File: src/rtl/ebus_pkg.sv
package ebus_pkg;
    typedef struct packed {
        logic [1:0] bus_sz;
        logic [1:0] pmode;
        logic [1:0] pwt;
        logic [3:0] wt;
    } chan_cfg_t;

    localparam int CFG_W  = $bits(chan_cfg_t);
    localparam int WAIT_W = 6;
    localparam int PAGE_W = 5;

    localparam logic [1:0] BUS_RSVD  = 2'b00;
    localparam logic [1:0] BUS_W32   = 2'b01;
    localparam logic [1:0] BUS_W16   = 2'b10;
    localparam logic [1:0] BUS_W8    = 2'b11;
    localparam logic [1:0] PM_NORMAL = 2'b00;

    typedef enum logic [1:0] {
        ST_IDLE,
        ST_FIRST,
        ST_PAGE,
        ST_REJECT
    } seq_state_e;
endpackage

File: src/rtl/ebus_cfg_reg.sv
module ebus_cfg_reg
    import ebus_pkg::*;
#(
    parameter int CH_ID = 0
) (
    input  logic             clk,
    input  logic             rst_n,
    input  logic             cfg_load,
    input  logic [CFG_W-1:0] cfg_wdata,
    output chan_cfg_t        cfg,
    output logic             cfg_err
);
    chan_cfg_t rst_val;

    // Boot channels start with the longest waits
    generate
        if (CH_ID == 0 || CH_ID == 7) begin : g_boot_chan
            assign rst_val = '{bus_sz: BUS_W32, pmode: PM_NORMAL, pwt: 2'b11, wt: 4'hF};
        end else begin : g_plain_chan
            assign rst_val = '{bus_sz: BUS_W32, pmode: PM_NORMAL, pwt: 2'b00, wt: 4'h0};
        end
    endgenerate

    always_ff @(posedge clk or negedge rst_n) begin
        if (!rst_n) begin
            cfg <= rst_val;
        end else if (cfg_load) begin
            cfg <= chan_cfg_t'(cfg_wdata);
        end
    end

    assign cfg_err = (cfg.pmode != PM_NORMAL) && (cfg.wt <= {2'b00, cfg.pwt});
endmodule

File: src/rtl/ebus_beat_plan.sv
module ebus_beat_plan
    import ebus_pkg::*;
#(
    parameter int WORDS_W = 6,
    localparam int BEAT_W = WORDS_W + 2
) (
    input  chan_cfg_t           cfg,
    input  logic                req_burst,
    input  logic [WORDS_W-1:0]  req_words,
    output logic [BEAT_W-1:0]   beats_total,
    output logic [2:0]          beat_bytes,
    output logic [WAIT_W-1:0]   first_wait,
    output logic [WAIT_W-1:0]   page_wait,
    output logic [PAGE_W-1:0]   page_beats,
    output logic                page_on,
    output logic                bus_bad
);
    logic [WORDS_W-1:0] words_eff;

    assign words_eff = (req_burst && req_words != '0) ? req_words : WORDS_W'(1);
    assign bus_bad   = (cfg.bus_sz == BUS_RSVD);
    assign page_on   = (cfg.pmode != PM_NORMAL);

    always_comb begin
        unique case (cfg.bus_sz)
            BUS_W16: begin
                beats_total = BEAT_W'(words_eff) << 1;
                beat_bytes  = 3'd2;
            end
            BUS_W8: begin
                beats_total = BEAT_W'(words_eff) << 2;
                beat_bytes  = 3'd1;
            end
            default: begin
                beats_total = BEAT_W'(words_eff);
                beat_bytes  = 3'd4;
            end
        endcase
    end

    always_comb begin
        unique case (cfg.pmode)
            2'b01:   page_beats = PAGE_W'(4);
            2'b10:   page_beats = PAGE_W'(8);
            default: page_beats = PAGE_W'(16);
        endcase
    end

    assign first_wait = page_on ? {2'b00, cfg.wt} : {cfg.pwt, cfg.wt};
    assign page_wait  = {4'b0000, cfg.pwt};
endmodule

File: src/rtl/ebus_wait_ctr.sv
module ebus_wait_ctr
    import ebus_pkg::*;
(
    input  logic              clk,
    input  logic              rst_n,
    input  logic              load,
    input  logic [WAIT_W-1:0] load_val,
    input  logic              run,
    output logic              zero
);
    logic [WAIT_W-1:0] cnt;

    always_ff @(posedge clk or negedge rst_n) begin
        if (!rst_n) begin
            cnt <= '0;
        end else if (load) begin
            cnt <= load_val;
        end else if (run && cnt != '0) begin
            cnt <= cnt - 1'b1;
        end
    end

    assign zero = (cnt == '0);
endmodule

File: src/rtl/ebus_wait_seq.sv
module ebus_wait_seq
    import ebus_pkg::*;
#(
    parameter int CH_ID   = 0,
    parameter int ADDR_W  = 16,
    parameter int WORDS_W = 6
) (
    input  logic               clk,
    input  logic               rst_n,
    input  logic               cfg_load,
    input  logic [CFG_W-1:0]   cfg_wdata,
    output logic               cfg_err,
    input  logic               req_valid,
    output logic               req_ready,
    input  logic               req_we,
    input  logic               req_burst,
    input  logic [WORDS_W-1:0] req_words,
    input  logic [ADDR_W-1:0]  req_addr,
    output logic               req_err,
    output logic               bus_cs,
    output logic               bus_rd,
    output logic               bus_wr,
    output logic [ADDR_W-1:0]  bus_addr,
    output logic               beat_done
);
    localparam int BEAT_W = WORDS_W + 2;

    chan_cfg_t          cfg;
    seq_state_e         state, nstate;

    logic [BEAT_W-1:0]  p_beats;
    logic [2:0]         p_bytes;
    logic [WAIT_W-1:0]  p_first, p_page;
    logic [PAGE_W-1:0]  p_pbeats;
    logic               p_pon, p_bus_bad;

    logic [BEAT_W-1:0]  beats_left;
    logic [PAGE_W-1:0]  page_pos;
    logic [ADDR_W-1:0]  cur_addr;
    logic               s_we, s_pon;
    logic [2:0]         s_bytes;
    logic [WAIT_W-1:0]  s_first, s_page;
    logic [PAGE_W-1:0]  s_pbeats;

    logic               accept, start_ok, in_beat, beat_end, last_beat, next_in_page;
    logic               ctr_load, ctr_zero;
    logic [WAIT_W-1:0]  ctr_val;

    ebus_cfg_reg #(.CH_ID(CH_ID)) u_cfg (
        .clk       (clk),
        .rst_n     (rst_n),
        .cfg_load  (cfg_load),
        .cfg_wdata (cfg_wdata),
        .cfg       (cfg),
        .cfg_err   (cfg_err)
    );

    ebus_beat_plan #(.WORDS_W(WORDS_W)) u_plan (
        .cfg         (cfg),
        .req_burst   (req_burst),
        .req_words   (req_words),
        .beats_total (p_beats),
        .beat_bytes  (p_bytes),
        .first_wait  (p_first),
        .page_wait   (p_page),
        .page_beats  (p_pbeats),
        .page_on     (p_pon),
        .bus_bad     (p_bus_bad)
    );

    ebus_wait_ctr u_ctr (
        .clk      (clk),
        .rst_n    (rst_n),
        .load     (ctr_load),
        .load_val (ctr_val),
        .run      (in_beat),
        .zero     (ctr_zero)
    );

    assign accept       = req_valid && (state == ST_IDLE);
    assign start_ok     = accept && !p_bus_bad;
    assign in_beat      = (state == ST_FIRST) || (state == ST_PAGE);
    assign beat_end     = in_beat && ctr_zero;
    assign last_beat    = (beats_left == '0);
    assign next_in_page = s_pon && ((page_pos + PAGE_W'(1)) != s_pbeats);
    assign ctr_load     = start_ok || (beat_end && !last_beat);
    assign ctr_val      = start_ok ? p_first : (next_in_page ? s_page : s_first);

    // State register
    always_ff @(posedge clk or negedge rst_n) begin
        if (!rst_n) state <= ST_IDLE;
        else        state <= nstate;
    end

    // Transitions
    always_comb begin
        nstate = state;
        unique case (state)
            ST_IDLE: begin
                if (accept) nstate = p_bus_bad ? ST_REJECT : ST_FIRST;
            end
            ST_FIRST, ST_PAGE: begin
                if (beat_end) begin
                    if (last_beat)         nstate = ST_IDLE;
                    else if (next_in_page) nstate = ST_PAGE;
                    else                   nstate = ST_FIRST;
                end
            end
            ST_REJECT: nstate = ST_IDLE;
        endcase
    end

    // Transfer context: captured at acceptance, stepped per beat
    always_ff @(posedge clk or negedge rst_n) begin
        if (!rst_n) begin
            beats_left <= '0;
            page_pos   <= '0;
            cur_addr   <= '0;
            s_we       <= 1'b0;
            s_pon      <= 1'b0;
            s_bytes    <= 3'd4;
            s_first    <= '0;
            s_page     <= '0;
            s_pbeats   <= PAGE_W'(16);
        end else if (start_ok) begin
            beats_left <= p_beats - BEAT_W'(1);
            page_pos   <= '0;
            cur_addr   <= req_addr;
            s_we       <= req_we;
            s_pon      <= p_pon;
            s_bytes    <= p_bytes;
            s_first    <= p_first;
            s_page     <= p_page;
            s_pbeats   <= p_pbeats;
        end else if (beat_end && !last_beat) begin
            beats_left <= beats_left - BEAT_W'(1);
            cur_addr   <= cur_addr + ADDR_W'(s_bytes);
            page_pos   <= next_in_page ? page_pos + PAGE_W'(1) : '0;
        end
    end

    // Outputs
    always_comb begin
        req_ready = 1'b0;
        req_err   = 1'b0;
        bus_cs    = 1'b0;
        bus_rd    = 1'b0;
        bus_wr    = 1'b0;
        beat_done = 1'b0;
        unique case (state)
            ST_IDLE:   req_ready = 1'b1;
            ST_FIRST, ST_PAGE: begin
                bus_cs    = 1'b1;
                bus_rd    = !s_we;
                bus_wr    = s_we;
                beat_done = ctr_zero;
            end
            ST_REJECT: req_err = 1'b1;
        endcase
    end

    assign bus_addr = cur_addr;
endmodule

File: config.mk
export PLATFORM = sky130hd
export DESIGN_NAME = ebus_wait_seq
export DESIGN_NICKNAME = d
export VERILOG_FILES = /design/src/rtl/ebus_pkg.sv /design/src/rtl/ebus_cfg_reg.sv /design/src/rtl/ebus_beat_plan.sv /design/src/rtl/ebus_wait_ctr.sv /design/src/rtl/ebus_wait_seq.sv
export SDC_FILE = /design/constraint.sdc
export NUM_CORES = 1
export LEC_CHECK = 0
export BUFFER_PORTS_ARGS = -buffer_cell sky130_fd_sc_hd__buf_2
export CAP_MARGIN = 20
export CELL_PAD_IN_SITES_DETAIL_PLACEMENT = 0
export CELL_PAD_IN_SITES_GLOBAL_PLACEMENT = 1
export CORE_AREA = 2 2 115 117
export CTS_BUF_LIST = sky130_fd_sc_hd__clkbuf_16
export CTS_CLUSTER_DIAMETER = 100
export CTS_CLUSTER_SIZE = 40
export DETAILED_ROUTE_END_ITERATION = 12
export DIE_AREA = 0 0 117 119
export HOLD_SLACK_MARGIN = 0.06
export PLACE_DENSITY_LB_ADDON = 0.1
export SYNTH_ARGS = -nofsm -noshare
export SYNTH_HDL_FRONTEND = slang
export SYNTH_SLANG_ARGS = --single-unit
export TNS_END_PERCENT = 100
File: constraint.sdc
create_clock -name clk -period 2.7 [get_ports clk]
set_input_delay 0.81 -clock clk [delete_from_list [all_inputs] [get_ports clk]]
set_output_delay 0.81 -clock clk [all_outputs]
set_load 0.1 [all_outputs]
Word-level counts from Yosys, hierarchy flattened --
Cells that the tools add are included.
Cells by class: add/subtract/negate cells 5, multiply operators 0, divide/modulo/power cells 0, $lt $le $gt $ge 1, equality and inequality tests 10, shift-type cells 0, muxes and demuxes 28, bitwise gates (word level) 0, reduce and logical (&&, ||, !) cells 24
Operators with widths (number):
- two-way mux 6 bit | 6
- two-way mux 16 bit | 2
- adder 16 x 3 -> 16 bit | 1
- two-way mux 8 bit | 2
- case mux 8 bit (2 select lines) | 1
- subtractor 8 x 1 -> 8 bit, second input constant | 2
- two-way mux 5 bit | 3
- nonzero test 6 bit | 2
- equality test 2 bit, second input constant | 5
- two-way mux 2 bit | 5
- case mux 5 bit (2 select lines) | 1
- logical AND 1 bit | 8
- zero test 8 bit | 1
- zero test 6 bit | 1
- two-way mux 1 bit | 6
- case mux 2 bit (3 select lines) | 1
- case mux 3 bit (2 select lines) | 1
- nonzero test 2 bit | 3
- subtractor 6 x 1 -> 6 bit, second input constant | 1
- adder 5 x 1 -> 5 bit, second input constant | 1
- != test 5 bit | 1
- equality test 2 x 1 -> 1 bit, second input constant | 2
- less-or-equal comparator 4 x 2 -> 1 bit | 1
- zero test 2 bit | 2
- 5 further kinds | 9
Storage, ports and cells: bits in registers 65, bits in latches 0, bits in writable memories 0, ROM bits 0, input bits 38, output and inout port bits 23, word-level logic and storage cells 83, memories 0

Logic depth before layout (Yosys ltp) --
Gate-level depths: netlist of the first run.
depth in word-level cells 7, depth in mapped cells 9, gate-level depth less buffers 9

By module --
Synthesis of the first run repeated with hierarchy kept, for this count alone.
Second synthesis, totals: cells, all modules 467, area, all modules 4217.8 µm²
By module, submodules not included:
- ebus_wait_seq | times used 1, cells each 341, area each 3012.9 µm², seq. area each 1328.8 µm²
- ebus_cfg_reg | times used 1, cells each 31, area each 457.9 µm², seq. area each 259.0 µm²
- ebus_wait_ctr | times used 1, cells each 44, area each 395.4 µm², seq. area each 150.1 µm²
- ebus_beat_plan | times used 1, cells each 51, area each 351.6 µm², seq. area each 0.0 µm²

Worst setup path before layout of the first run --
No wires, ideal clock.
path type register to output, start register, netlist name u_cfg.cfg[5], end output cfg_err, arrival 3.814 ns, data required time 1.890 ns, slack -1.924 ns, cell stages (with the launch flop) 6, buffers on the path 0, cell sequence dfstp_2 inv_1 ha_1 a21oi_1 a21oi_1 nor4_1
Between the ends: longest elaborated chain between the ends 2
Ends and longest elaborated chain:
- less-or-equal comparator 4 x 2 -> 1 bit | line ebus_cfg_reg.sv:32 | assign cfg_err = (cfg.pmode != PM_NORMAL) && (cfg.wt <= {2'b00, cfg.pwt});
- logical AND 1 bit | line ebus_cfg_reg.sv:32
- end, declared | line ebus_wait_seq.sv:12 | output logic cfg_err,
Every way passes these cells.

Worst setup path in the final report of the first run --
start register, netlist name u_cfg.cfg[5], end output cfg_err
Between the ends: longest elaborated chain between the ends 2
Ends and longest elaborated chain (line):
- less-or-equal comparator 4 x 2 -> 1 bit | ebus_cfg_reg.sv:32
- logical AND 1 bit | ebus_cfg_reg.sv:32
Every way passes these cells.

==> results of run 1 <==
## cells in the mapped netlist, drive strengths merged (2+ instances only)
library cell	count	area (um^2)
nand2	80	303
dfrtp	54	1350
o21ai	38	190
nor2	28	105
a21oi	24	120
inv	20	75.1
nand3	15	80.1
clkbuf	13	48.8
ha	13	163
xnor2	10	87.6
a31oi	9	71.3
dfstp	9	236
nor3	9	45.0
xor2	9	78.8
nand4	8	56.3
a22oi	6	72.6
mux2	6	67.6
buf	5	36.3
nor4	5	31.3
a211oi	4	30.0
a21o	4	30.0
and2	4	25.0
nor2b	4	25.0
o21a	4	30.0
o31ai	4	35.0
a21boi	3	22.5
o211ai	3	27.5
or4	3	26.3
and3	2	12.5
and4	2	17.5
mux2i	2	20.0
nand2b	2	12.5
nand4b	2	17.5
o221ai	2	17.5
o311ai	2	17.5
or3	2	12.5
## power by group through the flow
stage          logic [uW]  registers [uW]  clock network (uW)
2_1_floorplan        1770            2470                   0
3_3_place_gp         3230            1710                   0
3_5_place_dp         3250            1710                   0
4_1_cts              3260            1700                1260
5_1_grt              3520            1770                1310
6_report             3230            1700                1230
## flip-flops by register name (all words and copies together) (netlist names), 3 cells and up
signal      cells
bus_addr       16
u_cfg.cfg      10
beats_left      8
s_first         6
u_ctr.cnt       6
page_pos        5
s_bytes         3
s_pbeats        3
## cell families after synthesis
family	synth area share
and+or+nand+nor	0.213
DFF	0.425
adders and majority gates	0.0489
xor gates and xnor gates	0.0506
buffers and inverters	0.0429
AOI/OAI and AO/OA	0.196
muxes	0.0234
## placed cells by master (no fill, tap or decap), types with 3 or more instances in the layout
cell type / Yosys / layout
clkbuf_16: 0 / 9
nand4_1: 7 / 7
buf_4: 2 / 21
o31ai_1: 3 / 3
a21boi_0: 3 / 3
nor2_1: 28 / 27
clkinv_1: 0 / 3
nor2b_1: 4 / 4
ha_1: 13 / 11
buf_2: 2 / 58
nand3_1: 14 / 14
nor4_1: 5 / 4
mux2_2: 6 / 6
xor2_1: 9 / 9
o21ai_0: 32 / 32
inv_1: 20 / 19
and2_1: 4 / 4
dfrtp_1: 54 / 52
nand2_1: 79 / 79
a21o_1: 4 / 4
a21oi_1: 24 / 22
dfstp_2: 9 / 9
o21ai_1: 6 / 6
xnor2_1: 10 / 10
a31oi_1: 8 / 8
a211oi_1: 4 / 4
a22oi_1: 4 / 4
nor3_1: 9 / 9
o21a_1: 4 / 4
## repair_timing
action	CTS	global route
endpoints found under the hold margin	0	0
gates resized for setup	0	4
setup endpoints to repair	0	1
setup buffers	0	1
## worst max-delay path: stages, from the launching register on
cell and delay, ps:
dfstp_2 540, inv_2 50, ha_4 220, a21oi_2 130
a21oi_2 60, nor4_4 320, buf_12 210
## cell type report
type / count / area, um^2
multi-input combinational: 321 / 2040
clock inverter: 7 / 80.1
sequential: 63 / 1590
inverter: 20 / 78.8
tap: 176 / 220
timing repair buffer: 81 / 488
clock buffer: 9 / 225
fill: 1354 / 8150
## routing by layer
| layer | GRT usage | vias up | wire (um) |
|---|---|---|---|
| met4 | 0.0662 | 0 | 155 |
| met2 | 0.250 | 54 | 4840 |
| li1 | - | 1640 | - |
| met5 | 0 | - | 0 |
| met3 | 0.0249 | 9 | 284 |
| met1 | 0.205 | 1544 | 4760 |
## per-stage QoR
step           hold WS, ps  setup TNS [ps]  std cells
2_1_floorplan          439            -113        422
3_3_place_gp           459               0        660
3_5_place_dp           459               0        660
4_1_cts                471               0        676
5_1_grt                493           -71.8        677
6_report               469               0        677
## worst max-delay path by stage
stage / from / endpoint / depth (start not counted)
floorplan: u_cfg.cfg[5]$_DFFE_PN1P_ / cfg_err / 5
global placement: req_words[2] / beats_left[6]$_DFFE_PN0N_ / 7
detailed placement: req_words[2] / beats_left[6]$_DFFE_PN0N_ / 7
CTS: u_cfg.cfg[5]$_DFFE_PN1P_ / cfg_err / 6
global route: u_cfg.cfg[5]$_DFFE_PN1P_ / cfg_err / 6
finish: u_cfg.cfg[5]$_DFFE_PN1P_ / cfg_err / 6
==> reports/qor.csv, run 1 <==
metric,value,unit
status,"finished, final reports clean",
R2R Path Start,u_cfg.cfg[8]$_DFFE_PN1P_,
total number of vias,3247,
post-route ant nets,0,
iteration count of the initial detailed-routing pass,4,
initial antenna violation count,0,
startpoint types,flip-flop,
Max-slew headroom,0.637,
setup violators final,0,
dpl hpwl,7.41,mm
leak pwr,0.00212,uW
max frequency,375,MHz
Worst setup EP type,output port,
Worst R2R Path Depth,5,
Slew @ Worst Pin,545,ps
final core occ,0.367,
Chip Width,117,um
GRT overflow,0,
average cell area after synthesis,8.85,um^2
root buffer cell,clkbuf_16,
Final Cell Area,4720,um^2
Hold Path Class,in2async,
"Slew Viols, Final",0,
critical path data required time,1890,ps
crit path max fanout,3,
Place WS,14.3,ps
max-cap violation count,0,
internal power,3060,uW
register bit total from synthesis,63,
Post-Route WL,10.0,mm
post-synth cell types,59,
maximum root-to-sink buffer count,2,
"EDFF count, synth",0,
Synth Instances,422,
placed cell areas,4390,um^2
Final #Nets,548,
total clock buffers created by CTS,9,
gr usage total,0.155,
Final Hold Viols,0,
"Seq/Total Area, Yosys",0.425,
Cell Rows,42,
chip height,119,um
"Cell Area, Synth",3740,um^2
TritonCTS clock tree,yes,
largest net degree at the start of global routing,41,
# H-tree levels,3,
register-to-register setup slack,400,ps
I/O Buffers,60,
PwrDens,1300,nW/um^2
Core Area,12900,um^2
initial drt markers,144,
Initial Util,0.290,
routability cong.,0.806,
Psw,3100,uW
Residual DRC,0,
Ys Warns,0,
"Net Count, Synth",474,
WL/cell,14.8,um
share of layout cells above drive strength 1,0.257,
hold_buf cts,0,
Post-synth ARST share,1.00,
Sw Ratio,0.503,
die area,13900,um^2
clk sink count,63,
"Min Clock Period, post-route",2670,ps
Seq pwr share,0.276,
Vias/cell,4.80,
Clock Power Share,0.199,
clock skew,4.85,ps
Crit Path Class,reg2out,
final period utilization,0.988,
Tot Pwr,6160,uW
Ports,61,
global-route wire length before repair,16.6,mm
unrepaired setup endpoints after global routing,yes,
critical path arrival,1860,ps
Max VDD drop,0.328,mV
clock slew at the register clock pins of the worst setup and hold paths,60,ps
worst-skew pair later-pin latency,330,ps
Crit Reg-Reg Endpoint,beats_left[6]$_DFFE_PN0N_,
"Top FF cell, synth",dfrtp_1,
power share of the combinational group,0.525,
number of global-route vias before repair,3233,
# diodes,0,
PnR worst setup slack,32.1,ps
Syn-to-layout area delta,26.4,%
No activity file was read; power rests on OpenSTA's default activity.
==> run 2: changes to the inputs <==
--- a/config.mk
+++ b/config.mk
@@ -7,8 +7,8 @@
 export LEC_CHECK = 0
 export BUFFER_PORTS_ARGS = -buffer_cell sky130_fd_sc_hd__buf_2
 export CAP_MARGIN = 20
-export CELL_PAD_IN_SITES_DETAIL_PLACEMENT = 0
-export CELL_PAD_IN_SITES_GLOBAL_PLACEMENT = 1
+export CELL_PAD_IN_SITES_DETAIL_PLACEMENT = 1
+export CELL_PAD_IN_SITES_GLOBAL_PLACEMENT = 2
 export CORE_AREA = 2 2 115 117
 export CTS_BUF_LIST = sky130_fd_sc_hd__clkbuf_16
 export CTS_CLUSTER_DIAMETER = 100
==> reports/qor.csv, run 2 (synthesis results as in run 1) <==
metric,value,unit,change
total clock buffers created by CTS,9,,unchanged
critical path arrival,1870,ps,was 1860 ps
final period utilization,0.993,,was 0.988
global-route wire length before repair,17.2,mm,was 16.6 mm
# diodes,0,,unchanged
maximum root-to-sink buffer count,2,,unchanged
Non-Filler Instances,681,,was 677
"Min Clock Period, post-route",2680,ps,was 2670 ps
Vias/cell,4.92,,was 4.80
Ports,61,,unchanged
Max VDD drop,0.334,mV,was 0.328 mV
unrepaired setup endpoints after global routing,yes,,unchanged
iteration count of the initial detailed-routing pass,4,,unchanged
"most common cell after layout, fill and taps aside",nand2_1,,unchanged
Chip Width,117,um,unchanged
dpl cells,664,,was 660
Post-Route WL,10.4,mm,was 10.0 mm
post-route ant nets,0,,unchanged
Hold Path Class,in2async,,unchanged
TritonCTS clock tree,yes,,unchanged
dpl hpwl,7.84,mm,was 7.41 mm
startpoint types,flip-flop,,unchanged
crit path max fanout,3,,unchanged
hold_buf cts,0,,unchanged
Initial Util,0.290,,unchanged
# H-tree levels,3,,unchanged
Crit Path Class,reg2out,,unchanged
Syn-to-layout area delta,27.5,%,was 26.4%
clk sink count,63,,unchanged
PnR worst setup slack,18.3,ps,was 32.1 ps
final core occ,0.370,,was 0.367
PwrDens,1290,nW/um^2,was 1300 nW/um^2
clock slew at the register clock pins of the worst setup and hold paths,60,ps,about the same
Slew @ Worst Pin,679,ps,was 545 ps
Final #Nets,552,,was 548
Worst setup EP type,output port,,unchanged
Max-slew headroom,0.545,,was 0.637
max-cap violation count,0,,unchanged
root buffer cell,clkbuf_16,,unchanged
initial drt markers,91,,was 144
share of layout cells above drive strength 1,0.263,,was 0.257
routability cong.,0.802,,was 0.806
setup violators final,0,,unchanged
worst-skew pair later-pin latency,330,ps,about the same
max FFs per register,16,,unchanged
"Slew Viols, Final",0,,unchanged
gr usage total,0.160,,was 0.155
Residual DRC,0,,unchanged
leak pwr,0.00214,uW,was 0.00212 uW
most frequent cells in the layout,"nand2_1, buf_2, dfrtp_1",,unchanged
initial antenna violation count,0,,unchanged
Final Hold Viols,0,,unchanged
largest net degree at the start of global routing,49,,was 41
status,"finished, final reports clean",,unchanged
Core Area,12900,um^2,unchanged
Place WS,23.2,ps,was 14.3 ps
I/O Buffers,60,,unchanged
GRT overflow,0,,unchanged
hold slack final,450,ps,was 469 ps
critical path data required time,1890,ps,about the same
placed cell areas,4430,um^2,was 4390 um^2
total number of vias,3350,,"was 3,247"
max frequency,373,MHz,was 375 MHz
number of global-route vias before repair,3469,,"was 3,233"
die area,13900,um^2,unchanged
Final Cell Area,4760,um^2,was 4720 um^2
Cell Rows,42,,unchanged
clock skew,6.64,ps,was 4.85 ps
WL/cell,15.3,um,was 14.8 um
chip height,119,um,unchanged
==> run 2: changes by cell type in the layout (fill, tap and decap cells not counted) <==
cell	delta
buf_12	+1
buf_4	+3
==> run 2: critical path: stages (launching register included) <==
cell	delay (ps)
dfstp_2	540
inv_2	50
ha_4	220
a21oi_2	140
a21oi_2	60
nor4_4	310
buf_12	210
==> run 2: path summary, 6_finish.rpt <==
path / from / to / slack, ps / depth (start not counted)
hold reg to reg: s_first[1]$_DFFE_PN0P_ / s_first[1]$_DFFE_PN0P_ / 460 / 2
hold / removal: rst_n / bus_addr[14]$_DFFE_PN0N_ / 450 / 1
setup reg to reg: u_cfg.cfg[8]$_DFFE_PN1P_ / beats_left[6]$_DFFE_PN0N_ / 280 / 6
max in group asynchronous: rst_n / u_cfg.cfg[2]$_DFFE_PN1P_ / 1580 / 2
setup / recovery: u_cfg.cfg[5]$_DFFE_PN1P_ / cfg_err / 20 / 6
min in group clk: s_first[1]$_DFFE_PN0P_ / s_first[1]$_DFFE_PN0P_ / 460 / 2
==> run 2: cell type report <==
type,instances,area [um^2]
fill,1528,8110
sequential,63,1590
multi-input combinational,321,2040
inverter,20,78.8
timing repair buffer,85,531
clock inverter,7,80.1
clock buffer,9,225
tap,176,220
==> run 2: where the power goes <==
group          internal, uW  total, uW  switching, uW  leakage [uW]
combinational           939       3250           2310       0.00123
clock                   792       1200            412      0.000153
sequential             1340       1710            368      0.000754
total                  3070       6160           3090       0.00214
==> run 2: repair_timing <==
item,4_1_cts,5_1_grt
setup endpoints to repair,0,1
gates resized for setup,0,4
hold endpoints to repair,0,0
buffers inserted,0,1
==> run 2: metrics by stage <==
stage / total power [uW] / TNS (ps)
after floorplan: 4240 / -113
after global placement: 4940 / 0
after detailed placement: 4990 / 0
after CTS: 6230 / 0
after global routing: 6590 / -72.2
final: 6160 / 0
==> run 2: per-layer routing <==
metal	global-route usage	vias to the layer above	share of wire
met4	0.0397	0	0.011
met2	0.263	54	0.49
met3	0.0458	7	0.035
met5	0	-	0
met1	0.205	1641	0.46
li1	-	1648	-
==> run 3: changes to the inputs <==
--- a/config.mk
+++ b/config.mk
@@ -9,15 +9,17 @@
 export CAP_MARGIN = 20
 export CELL_PAD_IN_SITES_DETAIL_PLACEMENT = 1
 export CELL_PAD_IN_SITES_GLOBAL_PLACEMENT = 2
-export CORE_AREA = 2 2 115 117
+export CORE_AREA = 2 2 122 124
 export CTS_BUF_LIST = sky130_fd_sc_hd__clkbuf_16
 export CTS_CLUSTER_DIAMETER = 100
 export CTS_CLUSTER_SIZE = 40
 export DETAILED_ROUTE_END_ITERATION = 12
-export DIE_AREA = 0 0 117 119
+export DIE_AREA = 0 0 124 126
 export HOLD_SLACK_MARGIN = 0.06
 export PLACE_DENSITY_LB_ADDON = 0.1
+export REMOVE_ABC_BUFFERS = 1
 export SYNTH_ARGS = -nofsm -noshare
 export SYNTH_HDL_FRONTEND = slang
+export SYNTH_HIERARCHICAL = 1
 export SYNTH_SLANG_ARGS = --single-unit
 export TNS_END_PERCENT = 100
==> reports/qor.csv, run 3 <==
metric,value,unit,change
max FFs per register,16,,unchanged
Syn-to-layout area delta,24.2,%,was 27.5%
maximum root-to-sink buffer count,2,,unchanged
crit path max fanout,2,,was 3
Synth area leader,dfrtp_1,,unchanged
hold slack final,458,ps,was 450 ps
Storage cell area,1740,um^2,was 1590 um^2
Final Hold Viols,0,,unchanged
largest net degree at the start of global routing,67,,was 49
fill cell count,1706,,"was 1,528"
Max VDD drop,0.413,mV,was 0.334 mV
number of global-route vias before repair,3701,,"was 3,469"
internal power,3210,uW,was 3070 uW
routability cong.,0.793,,was 0.802
Slew @ Worst Pin,562,ps,was 679 ps
Chip Width,124,um,was 117 um
crit path cell chain,inv_2 -> ha_4 -> nor2b_4 -> a2bb2oi_2 -> nor4_1 -> buf_4 -> buf_12,,was inv_2 -> ha_4 -> a21oi_2 -> a21oi_2 -> nor4_4 -> buf_12
GRT overflow,0,,unchanged
PnR worst setup slack,25.5,ps,was 18.3 ps
# H-tree levels,3,,unchanged
clk sink count,69,,was 63
WL/cell,15.3,um,about the same
most common cell in the netlist,nand2_1,,unchanged
chip height,126,um,was 119 um
"Top FF cell, synth",dfrtp_1,,unchanged
Psw,3290,uW,was 3090 uW
Post-synth top cells,"nand2_1, dfrtp_1, nor2_1",,"was nand2_1, dfrtp_1, o21ai_0"
PwrDens,1240,nW/um^2,was 1290 nW/um^2
register bit total from synthesis,69,,was 63
"Slew Viols, Final",0,,unchanged
status,"finished, final reports clean",,unchanged
share of layout cells above drive strength 1,0.289,,was 0.263
Ys Warns,6,,was 0
max incr delay on CP,530,ps,was 540 ps
hold_buf cts,0,,unchanged
leak pwr,0.00246,uW,was 0.00214 uW
initial drt markers,121,,was 91
area of the multi-input gates,2310,um^2,was 2040 um^2
setup violators final,0,,unchanged
clock slew at the register clock pins of the worst setup and hold paths,60,ps,about the same
clock skew,3.86,ps,was 6.64 ps
Sw Ratio,0.506,,was 0.501
Cell Rows,44,,was 42
Ports,61,,unchanged
Place WS,-359,ps,was 23.2 ps
I/O Buffers,60,,unchanged
iteration count of the initial detailed-routing pass,4,,unchanged
Synth area leaders,"dfrtp_1, nand2_1, dfstp_2, ha_1, xnor2_1",,"was dfrtp_1, nand2_1, dfstp_2, ha_1, o21ai_0"
final period utilization,0.991,,was 0.993
Seq pwr share,0.294,,was 0.277
Residual DRC,0,,unchanged
critical path data required time,1890,ps,about the same
final core occ,0.366,,was 0.370
"most common cell after layout, fill and taps aside",nand2_1,,unchanged
Worst setup EP type,output port,,unchanged
TritonCTS clock tree,yes,,unchanged
average cell area after synthesis,9.03,um^2,was 8.85 um^2
Clock Power Share,0.161,,was 0.196
Vias/cell,4.76,,was 4.92
max-cap violation count,0,,unchanged
Post-Route WL,11.3,mm,was 10.4 mm
"Min Clock Period, post-route",2670,ps,was 2680 ps
critical path arrival,1860,ps,was 1870 ps
startpoint types,flip-flop,,unchanged
Crit Path Class,reg2out,,unchanged
Post-synth ARST share,1.00,,unchanged
root buffer cell,clkbuf_16,,unchanged
Initial Util,0.295,,was 0.290
power share of the combinational group,0.545,,was 0.527
Synth Instances,467,,was 422
# diodes,0,,unchanged
Hold Path Class,in2async,,unchanged
Synth top area share,0.356,,was 0.362
"Cell Area, Synth",4220,um^2,was 3740 um^2
"EDFF count, synth",0,,unchanged
die area,15600,um^2,"was 13,900 um^2"
Final #Nets,599,,was 552
Max-slew headroom,0.625,,was 0.545
dpl hpwl,8.30,mm,was 7.84 mm
critical path's slowest cell,dfstp_2,,unchanged
total number of vias,3491,,"was 3,350"
Core Area,14300,um^2,"was 12,900 um^2"
worst-skew pair later-pin latency,340,ps,was 330 ps
"Seq/Total Area, Yosys",0.412,,was 0.425
total clock buffers created by CTS,9,,unchanged
unrepaired setup endpoints after global routing,yes,,unchanged
post-synth cell types,66,,was 59
max frequency,374,MHz,was 373 MHz
global-route wire length before repair,18.9,mm,was 17.2 mm
gr usage total,0.156,,was 0.160
initial antenna violation count,0,,unchanged
most frequent cells in the layout,"nand2_1, dfrtp_1, buf_2",,"was nand2_1, buf_2, dfrtp_1"
post-route ant nets,0,,unchanged
run 3: path summary, 6_finish.rpt:
kind | start | end | slack [ps] | cells after the start
hold / removal | rst_n | beats_left[2]$_DFFE_PN0P_ | 460 | 1
hold reg to reg | s_bytes[2]$_DFFE_PN1N_ | s_bytes[2]$_DFFE_PN1N_ | 460 | 2
setup reg to reg | page_pos[0]$_DFFE_PN0P_ | u_ctr/cnt[5]$_DFFE_PN0P_ | 330 | 10
setup / recovery | u_cfg/cfg[5]$_DFFE_PN1P_ | cfg_err | 30 | 7
max in group asynchronous | rst_n | u_cfg/cfg[4]$_DFFE_PN1P_ | 1610 | 2
min in group clk | s_bytes[2]$_DFFE_PN1N_ | s_bytes[2]$_DFFE_PN1N_ | 460 | 2
run 3: cells by family (layout without fill, tap and decap cells):
| family | Yosys count | count (layout) | share of synthesized area |
|---|---|---|---|
| flip-flops | 69 | 69 | 0.412 |
| AND/OR/NAND/NOR | 200 | 200 | 0.226 |
| other | 1 | 6 | 0.000889 |
| adder cells (fa/ha/maj) | 16 | 16 | 0.0492 |
| AO/OA/AOI/OAI | 77 | 77 | 0.124 |
| buffers and inverters | 52 | 130 | 0.0653 |
| multiplexers | 22 | 22 | 0.0605 |
| XOR/XNOR | 30 | 30 | 0.0623 |
run 3: repair_timing:
item,CTS,global route
setup buffers,2,1
setup endpoints to repair,4,6
resized for setup,8,12
pin swaps,2,2
run 3: layout make-up:
| cell class | count | area share |
|---|---|---|
| clock buffers | 9 | 0.0430 |
| clock inverters | 7 | 0.00525 |
| inverters | 21 | 0.0155 |
| multi-input cells | 351 | 0.440 |
| flip-flops and latches | 69 | 0.332 |
| well taps | 184 | 0.0439 |
| repair buffers | 93 | 0.120 |
run 3: layer usage:
metal	vias to the layer above	GRT usage	routed length, um
li1	1717	-	-
met2	56	0.245	5110
met4	0	0.0595	188
met5	-	0	0
met1	1705	0.213	5550
met3	13	0.0276	416
run 3: worst max-delay path: cells and delay by family (launching register included):
family          cells  cell delay, ps
flops               1             530
buf+inv             3             370
simple gates        2             290
fa+ha+maj           1             200
compound gates      1             120
run 3: power by group through the flow:
stage | Combinational (uW) | Clock, uW | Sequential, uW
after floorplan | 1850 | 0 | 2680
after global placement | 3480 | 0 | 1920
after detailed placement | 3520 | 0 | 1940
after CTS | 3570 | 1090 | 1930
after global routing | 3860 | 1130 | 2000
final | 3540 | 1050 | 1910
run 3: through the flow:
step / cells / instance area [um^2] / setup TNS, ps / power, uW
2_1_floorplan: 441 / 4040 / -137500 / 4520
3_3_place_gp: 715 / 4880 / -1250 / 5400
3_5_place_dp: 715 / 4880 / -1530 / 5460
4_1_cts: 733 / 5190 / -104 / 6580
5_1_grt: 734 / 5240 / -37.4 / 7000
6_report: 734 / 5240 / 0 / 6500
